**config.mk**
```make
export PLATFORM = sky130hd
export DESIGN_NAME = sticky_bank
export DESIGN_NICKNAME = d
export VERILOG_FILES = /design/src/rtl/sticky_bank_pkg.sv /design/src/rtl/sticky_bank_ctrl.sv /design/src/rtl/sticky_bank_dp.sv /design/src/rtl/sticky_bank.sv
export SDC_FILE = /design/constraint.sdc
export NUM_CORES = 1
export LEC_CHECK = 0
export BUFFER_PORTS_ARGS = -buffer_cell sky130_fd_sc_hd__buf_4
export CAP_MARGIN = 10
export CORE_MARGIN = 10
export CORE_UTILIZATION = 50
export DETAILED_ROUTE_END_ITERATION = 10
export GPL_TIMING_DRIVEN = 0
export HOLD_SLACK_MARGIN = 0.15
export PLACE_DENSITY = 0.67
export SYNTH_ARGS = -nofsm -noshare
export SYNTH_HDL_FRONTEND = slang
export SYNTH_HIERARCHICAL = 1
export SYNTH_SLANG_ARGS = --single-unit
```
**constraint.sdc**
```tcl
create_clock -name clk -period 5.8 [get_ports clk]
set_clock_uncertainty 0.2 [all_clocks]
set_input_delay 0.58 -clock clk [delete_from_list [all_inputs] [get_ports clk]]
set_output_delay 0.58 -clock clk [all_outputs]
set_load 0.05 [all_outputs]
```
**src/rtl/sticky_bank_pkg.sv**
```systemverilog
package sticky_bank_pkg;

  localparam int REG_W     = 64;
  localparam int NUM_REGS  = 9;
  localparam int SOFT_REQ_BIT = 61;

  typedef enum logic [3:0] {
    REG_CTRL      = 4'd0,
    REG_RSTCTL    = 4'd1,
    REG_INJECT    = 4'd2,
    REG_ERRSTAT   = 4'd3,
    REG_ERRSTAT2  = 4'd4,
    REG_ERRLOG0   = 4'd5,
    REG_ERRLOG1   = 4'd6,
    REG_STATMASK  = 4'd7,
    REG_STAT2MASK = 4'd8
  } regId_e;

  localparam logic [REG_W-1:0] CTRL_RST_VAL   = 64'hC009_0000_0000_0000;
  localparam logic [REG_W-1:0] RSTCTL_HARD    = 64'hE000_0000_0000_0000;
  localparam logic [REG_W-1:0] RSTCTL_SOFT    = RSTCTL_HARD & ~(64'd1 << SOFT_REQ_BIT);
  localparam logic [REG_W-1:0] RSTCTL_STICKY  = (64'd1 << 60) | (64'd1 << 55);
  localparam logic [REG_W-1:0] ERRSTAT_STICKY = ~((64'd1 << 53) | (64'd1 << 52));

  typedef struct packed {
    logic                softRst;
    logic                injStb;
    logic [NUM_REGS-1:0] wrStb;
  } bankStb_t;

  function automatic logic [REG_W-1:0] stickyMaskOf(input int idx);
    case (idx)
      int'(REG_RSTCTL):    return RSTCTL_STICKY;
      int'(REG_ERRSTAT):   return ERRSTAT_STICKY;
      int'(REG_ERRSTAT2),
      int'(REG_ERRLOG0),
      int'(REG_ERRLOG1),
      int'(REG_STATMASK),
      int'(REG_STAT2MASK): return '1;
      default:             return '0;
    endcase
  endfunction

  function automatic logic [REG_W-1:0] hardValOf(input int idx);
    case (idx)
      int'(REG_CTRL):   return CTRL_RST_VAL;
      int'(REG_RSTCTL): return RSTCTL_HARD;
      default:          return '0;
    endcase
  endfunction

  function automatic logic [REG_W-1:0] softValOf(input int idx);
    case (idx)
      int'(REG_CTRL):   return CTRL_RST_VAL;
      int'(REG_RSTCTL): return RSTCTL_SOFT;
      default:          return '0;
    endcase
  endfunction

endpackage

```
**src/rtl/sticky_bank_ctrl.sv**
```systemverilog
module sticky_bank_ctrl
  import sticky_bank_pkg::*;
#(
  parameter int ADDR_W = 4
) (
  input  logic              clk,
  input  logic              rstN,
  input  logic              wrEn,
  input  logic [ADDR_W-1:0] addr,
  input  logic              reqBit,
  output bankStb_t          stb
);

  logic softPend;
  logic [NUM_REGS-1:0] decHit;

  // one-hot address decode
  always_comb begin
    decHit = '0;
    for (int i = 0; i < NUM_REGS; i++) begin
      if (int'(addr) == i) decHit[i] = 1'b1;
    end
  end

  // request flop: a request write arms it, it drops after one cycle
  always_ff @(posedge clk or negedge rstN) begin
    if (!rstN) begin
      softPend <= 1'b0;
    end else if (softPend) begin
      softPend <= 1'b0;
    end else begin
      softPend <= wrEn && decHit[REG_RSTCTL] && reqBit;
    end
  end

  always_comb begin
    stb.softRst = softPend;
    stb.injStb  = wrEn && !softPend && decHit[REG_INJECT];
    stb.wrStb   = (wrEn && !softPend) ? decHit : '0;
    stb.wrStb[REG_INJECT] = 1'b0;
  end

endmodule

```
**src/rtl/sticky_bank_dp.sv**
```systemverilog
module sticky_bank_dp
  import sticky_bank_pkg::*;
#(
  parameter int ADDR_W = 4,
  parameter int DATA_W = REG_W
) (
  input  logic              clk,
  input  logic              rstN,
  input  bankStb_t          stb,
  input  logic [ADDR_W-1:0] addr,
  input  logic [DATA_W-1:0] wdata,
  output logic [DATA_W-1:0] rdata,
  output logic [DATA_W-1:0] regQ [NUM_REGS]
);

  for (genvar i = 0; i < NUM_REGS; i++) begin : g_reg
    localparam logic [DATA_W-1:0] STK  = DATA_W'(stickyMaskOf(i));
    localparam logic [DATA_W-1:0] HARD = DATA_W'(hardValOf(i));
    localparam logic [DATA_W-1:0] SOFT = DATA_W'(softValOf(i));
    localparam bit IS_STATUS = (i == int'(REG_ERRSTAT));

    if (i == int'(REG_INJECT)) begin : g_inj
      // inject has no storage; its write is steered to the status register
      assign regQ[i] = '0;
    end else begin : g_store
      always_ff @(posedge clk or negedge rstN) begin
        if (!rstN) begin
          regQ[i] <= HARD;
        end else if (stb.softRst) begin
          regQ[i] <= (regQ[i] & STK) | (SOFT & ~STK);
        end else if (stb.wrStb[i]) begin
          regQ[i] <= wdata;
        end else if (IS_STATUS && stb.injStb) begin
          regQ[i] <= wdata;
        end
      end
    end
  end

  always_comb begin
    rdata = '0;
    if (int'(addr) < NUM_REGS) rdata = regQ[addr];
  end

endmodule

```
**src/rtl/sticky_bank.sv**
```systemverilog
module sticky_bank
  import sticky_bank_pkg::*;
#(
  parameter int ADDR_W = 4,
  parameter int DATA_W = REG_W
) (
  input  logic              clk,
  input  logic              rstN,
  input  logic              wrEn,
  input  logic [ADDR_W-1:0] addr,
  input  logic [DATA_W-1:0] wdata,
  output logic [DATA_W-1:0] rdata
);

  bankStb_t stb;
  logic [DATA_W-1:0] regQ [NUM_REGS];

  sticky_bank_ctrl #(.ADDR_W(ADDR_W)) ctrl_i (
    .clk    (clk),
    .rstN   (rstN),
    .wrEn   (wrEn),
    .addr   (addr),
    .reqBit (wdata[SOFT_REQ_BIT]),
    .stb    (stb)
  );

  sticky_bank_dp #(.ADDR_W(ADDR_W), .DATA_W(DATA_W)) dp_i (
    .clk   (clk),
    .rstN  (rstN),
    .stb   (stb),
    .addr  (addr),
    .wdata (wdata),
    .rdata (rdata),
    .regQ  (regQ)
  );

endmodule

```
=== Word-level counts from Yosys, hierarchy flattened ===
Index checks and enable logic that the tools add are counted.

* Register bits: 513
* Output and inout bits: 64
* Word-level logic and storage cells: 62

* $lt $le $gt $ge: 2
* Equality and inequality tests: 8
* Muxes and demuxes: 22
* Bitwise logic cells: 2
* Reduce and logical (&&, ||, !) cells: 17

{| class="wikitable"
|+ Operators with widths
! operator !! number
|-
| 64-bit 2-to-1 mux || 9
|-
| 64-bit binary-select mux with 4-bit select || 1
|-
| 54-bit 2-to-1 mux || 1
|-
| 4-bit == test, second input constant || 5
|-
| 2-bit AND reduction || 7
|-
| 1-bit 2-to-1 mux || 10
|-
| 9-bit 2-to-1 mux || 1
|-
| 4-bit by 3-bit == test with 1-bit output, second input constant || 2
|-
| 2-bit nonzero test || 3
|-
| 5-bit greater-or-equal comparator, second input constant || 1
|-
| 4-bit inverter with 5-bit output || 1
|-
| 4-bit by 2-bit == test with 1-bit output, second input constant || 1
|-
| 1-bit logical AND || 4
|-
| 4-bit logical NOT || 1
|-
| 4-bit less-than comparator, second input constant || 1
|-
| 3-bit nonzero test || 1
|-
| 1-bit logical NOT || 1
|-
| 1-bit inverter || 1
|}

=== Depth between registers and ports, before layout ===
* Depth after elaboration: 6
* Depth in mapped cells: 8
* Mapped depth without buffers: 5

=== Hierarchy ===
The synthesis kept the hierarchy.

{| class="wikitable"
|+ By module, submodules not included
! module !! times used !! cells each !! area each (sq um) !! sequential area each (sq um)
|-
| sticky_bank_dp || 1 || 1895 || 24328.3 || 12821.0
|-
| sticky_bank_ctrl || 1 || 21 || 147.6 || 25.0
|}

=== Worst setup path after synthesis ===
No wires, ideal clock.

* Kind: in2out
* From: in addr[1]
* To: out rdata[62]
* Arrival time: 2.511 ns
* Required time: 5.020 ns
* Path slack: 2.509 ns
* Cell stages on the path: 8
* Cells stage by stage: buf_6 > buf_6 > buf_6 > buf_4 > nand2_1 > o22ai_1 > a311oi_1 > o21ai_0

* Longest elaborated chain between the ends: 5
* Elaborated cells on any way between the ends: 6
* Those cells by class: 1 x order compare; 4 x mux; 1 x bitwise

{| class="wikitable"
|+ Ends and longest elaborated chain
! what !! line !! text
|-
| start, declared || sticky_bank.sv:10 || <nowiki>input logic [ADDR_W-1:0] addr,</nowiki>
|-
| 4-bit inverter with 5-bit output (not written as such) || sticky_bank_dp.sv:42 || <nowiki>if (int'(addr) < NUM_REGS) rdata = regQ[addr];</nowiki>
|-
| 64-bit binary-select mux with 4-bit select || sticky_bank_dp.sv:42 ||
|-
| 64-bit 2-to-1 mux (not written as such) (2 in series) || sticky_bank_dp.sv:42 ||
|-
| 64-bit 2-to-1 mux (*) || sticky_bank_dp.sv:42 ||
|-
| end, declared || sticky_bank.sv:12 || <nowiki>output logic [DATA_W-1:0] rdata</nowiki>
|}

Mark *: on every way between the ends. The rest lies on a longest branch, timed or not. The select of a mux whose other input is x is not followed.

=== Worst setup path after layout ===
* From: in addr[0]
* To: out rdata[55]

Same word-level chain as after synthesis.

==> flow_summary.ini <==
[status]
status = completed

[cts]
clock-root-buffer = sky130_fd_sc_hd__clkbuf_16
tritoncts_clock_tree = done
cts-root-to-sink-buffers = 3
cts.clk_slew.worst_paths_ps = 60
post_cts_gate_resize_count = 0
clock_latency_ps = 600
numCtsBuffers = 54
cts_max_level = 2
clock-sinks = 513

[power]
peakVddDrop_uv = 221
power_leakage_nw = 12.7
p_per_area_nw_per_um2 = 374
totalPowerFinal_mw = 10.7

[finish]
share_of_layout_cells_above_drive_strength_1 = 0.361
final_area_um2 = 28500
final_common_cell = sky130_fd_sc_hd__dfrtp_1
n_antenna_cell = 0
fin_nets = 2182
fill_cells = 3828
layout_common_cells = 506 x sky130_fd_sc_hd__dfrtp_1, 420 x sky130_fd_sc_hd__mux2_2, 250 x sky130_fd_sc_hd__mux2i_1
synthToLayoutAreaGrowth_pct = 18.9

[critical_path]
timing.critical_path.required_ps = 5020
reg2reg_start = ctrl_i/softPend$_DFF_PN0_
setup.worst_path.start = addr[0]
timing.setup.critical_path_class = input pin to output pin
reg2reg_slack_ps = 2510
setup.worst_path.start_class = input pin
crit_path_max_fanout = 10
critical_path_arrival_ps = 3000
setup.worst_path.end_class = output pin

[synth]
synthesis.area_per_instance_um2 = 13.0
synth.net_count = 1920
post_synthesis_cells = 1849
synthesis.area_um2 = 24000
ys.warnings.count = 6

[place]
place_congestion = 0.785
io_buffer_count = 134
placed_area_um2 = 25900
post_detail_place_hpwl_mm = 42.1

[hold_path]
hold_path.class = input pin to async pin

[timing]
tightestPinTransition_ps = 1310
final.setup.tns_ps = 0
timing.slew.headroom = 0.128
final-hold-violation-count = 0
unrepaired_setup_endpoints_after_global_routing = no
fmax_mhz = 264
timing.final.max_slew_violations = 0
period_needed_ps = 3780
post-route-period-util = 0.652
finalSetupViolations = 0

[detailed_routing]
ant_nets = 0
drt-pass1-iter-count = 5
drt-total-wl_mm = 63.2
detailroute.via_count = 16000
route.layer.met1.wl_mm = 27.8
routed_wire_length_per_instance_um = 22.8
detailroute.wirelength.met2_mm = 31.3
top_metal_layer_carrying_routed_signals = met5
drt-vias-per-instance = 5.79
detailroute.wirelength.met3_mm = 3.01
initialDrtViolationCount = 1098
remaining_drc_errors = 0

[floorplan]
top_level_ports = 135
core_um2 = 47500
floorplan.die_area_um2 = 57100
die-width_um = 239
initial_core_util = 0.504
rows = 80
die_h_um = 239

[global_routing]
number_of_global_route_vias_before_repair = 17100
grt_first_pass_wirelength_mm = 100
grt.total_usage = 0.223
grt-ovfl-total = 0
grt_max_degree = 125
antenna_found_initial = 4

[flow_run]
number_of_maximum_capacitance_violations = 0
==> timing repair <==
item / in CTS / in global routing
setup buffers: 0 / 0
hold buffers: 66 / 0
hold endpoints to repair: 604 / 0
setup endpoints to repair: 0 / 0
==> routing by layer <==
layer	up-vias	track usage
li1	7238	-
met1	8367	0.290
met2	348	0.375
met3	77	0.0407
met4	6	0.0594
met5	-	0
==> layout make-up <==
class | instances | area [um^2] | area share
plain buffers | 150 | 738 | 0.0259
well taps | 615 | 769 | 0.0270
multi-input cells | 1185 | 10400 | 0.364
flip-flops and latches | 513 | 12800 | 0.450
repair buffers | 206 | 1840 | 0.0645
clock inverters | 17 | 260 | 0.00913
clock buffers | 84 | 1670 | 0.0585
inverters | 1 | 3.75 | 0.000132
==> final timing paths <==
| kind | end | cells past startpoint |
|---|---|---|
| worst min register to register | dp_i/regQ[87]$_DFFE_PN0P_ | 1 |
| min in group clk | dp_i/regQ[563]$_DFFE_PN1P_ | 4 |
| worst max register to register | dp_i/regQ[519]$_DFFE_PN0P_ | 6 |
| worst min-delay path | dp_i/regQ[120]$_DFFE_PN0P_ | 2 |
| worst max-delay path | rdata[55] | 8 |
| max in group asynchronous | dp_i/regQ[284]$_DFFE_PN0P_ | 5 |
==> power breakdown <==
group | leakage (nW) | switching, mW | internal, mW | total [mW]
Sequential | 6.32 | 0.430 | 4.44 | 4.87
Clock | 0.956 | 1.43 | 2.28 | 3.71
Combinational | 5.46 | 0.988 | 1.10 | 2.09
Total | 12.7 | 2.85 | 7.82 | 10.7
==> sequential cells by signal (all words and copies together), names as in the netlist <==
name             count
dp_i/regQ          512
ctrl_i/softPend      1
==> stage by stage <==
stage | utilization | hold slack [ps] | std cells | worst slack, ps
2_1_floorplan | - | 84.4 | 1849 | 2510
3_3_place_gp | 0.542 | 283 | 2598 | -1340
3_5_place_dp | 0.545 | 292 | 2604 | 2050
4_1_cts | 0.600 | 247 | 2771 | 2050
5_1_grt | 0.600 | 297 | 2771 | 1910
6_report | 0.600 | 287 | 2771 | 2020
==> critical path, cell delays in order <==
cell	delay [ps]
sky130_fd_sc_hd__buf_4	130
sky130_fd_sc_hd__buf_2	200
sky130_fd_sc_hd__buf_4	240
sky130_fd_sc_hd__clkbuf_1	820
sky130_fd_sc_hd__buf_2	420
sky130_fd_sc_hd__a211oi_1	150
sky130_fd_sc_hd__a21oi_1	220
sky130_fd_sc_hd__buf_4	240
Note: power is estimated with default switching activity, not from simulation.
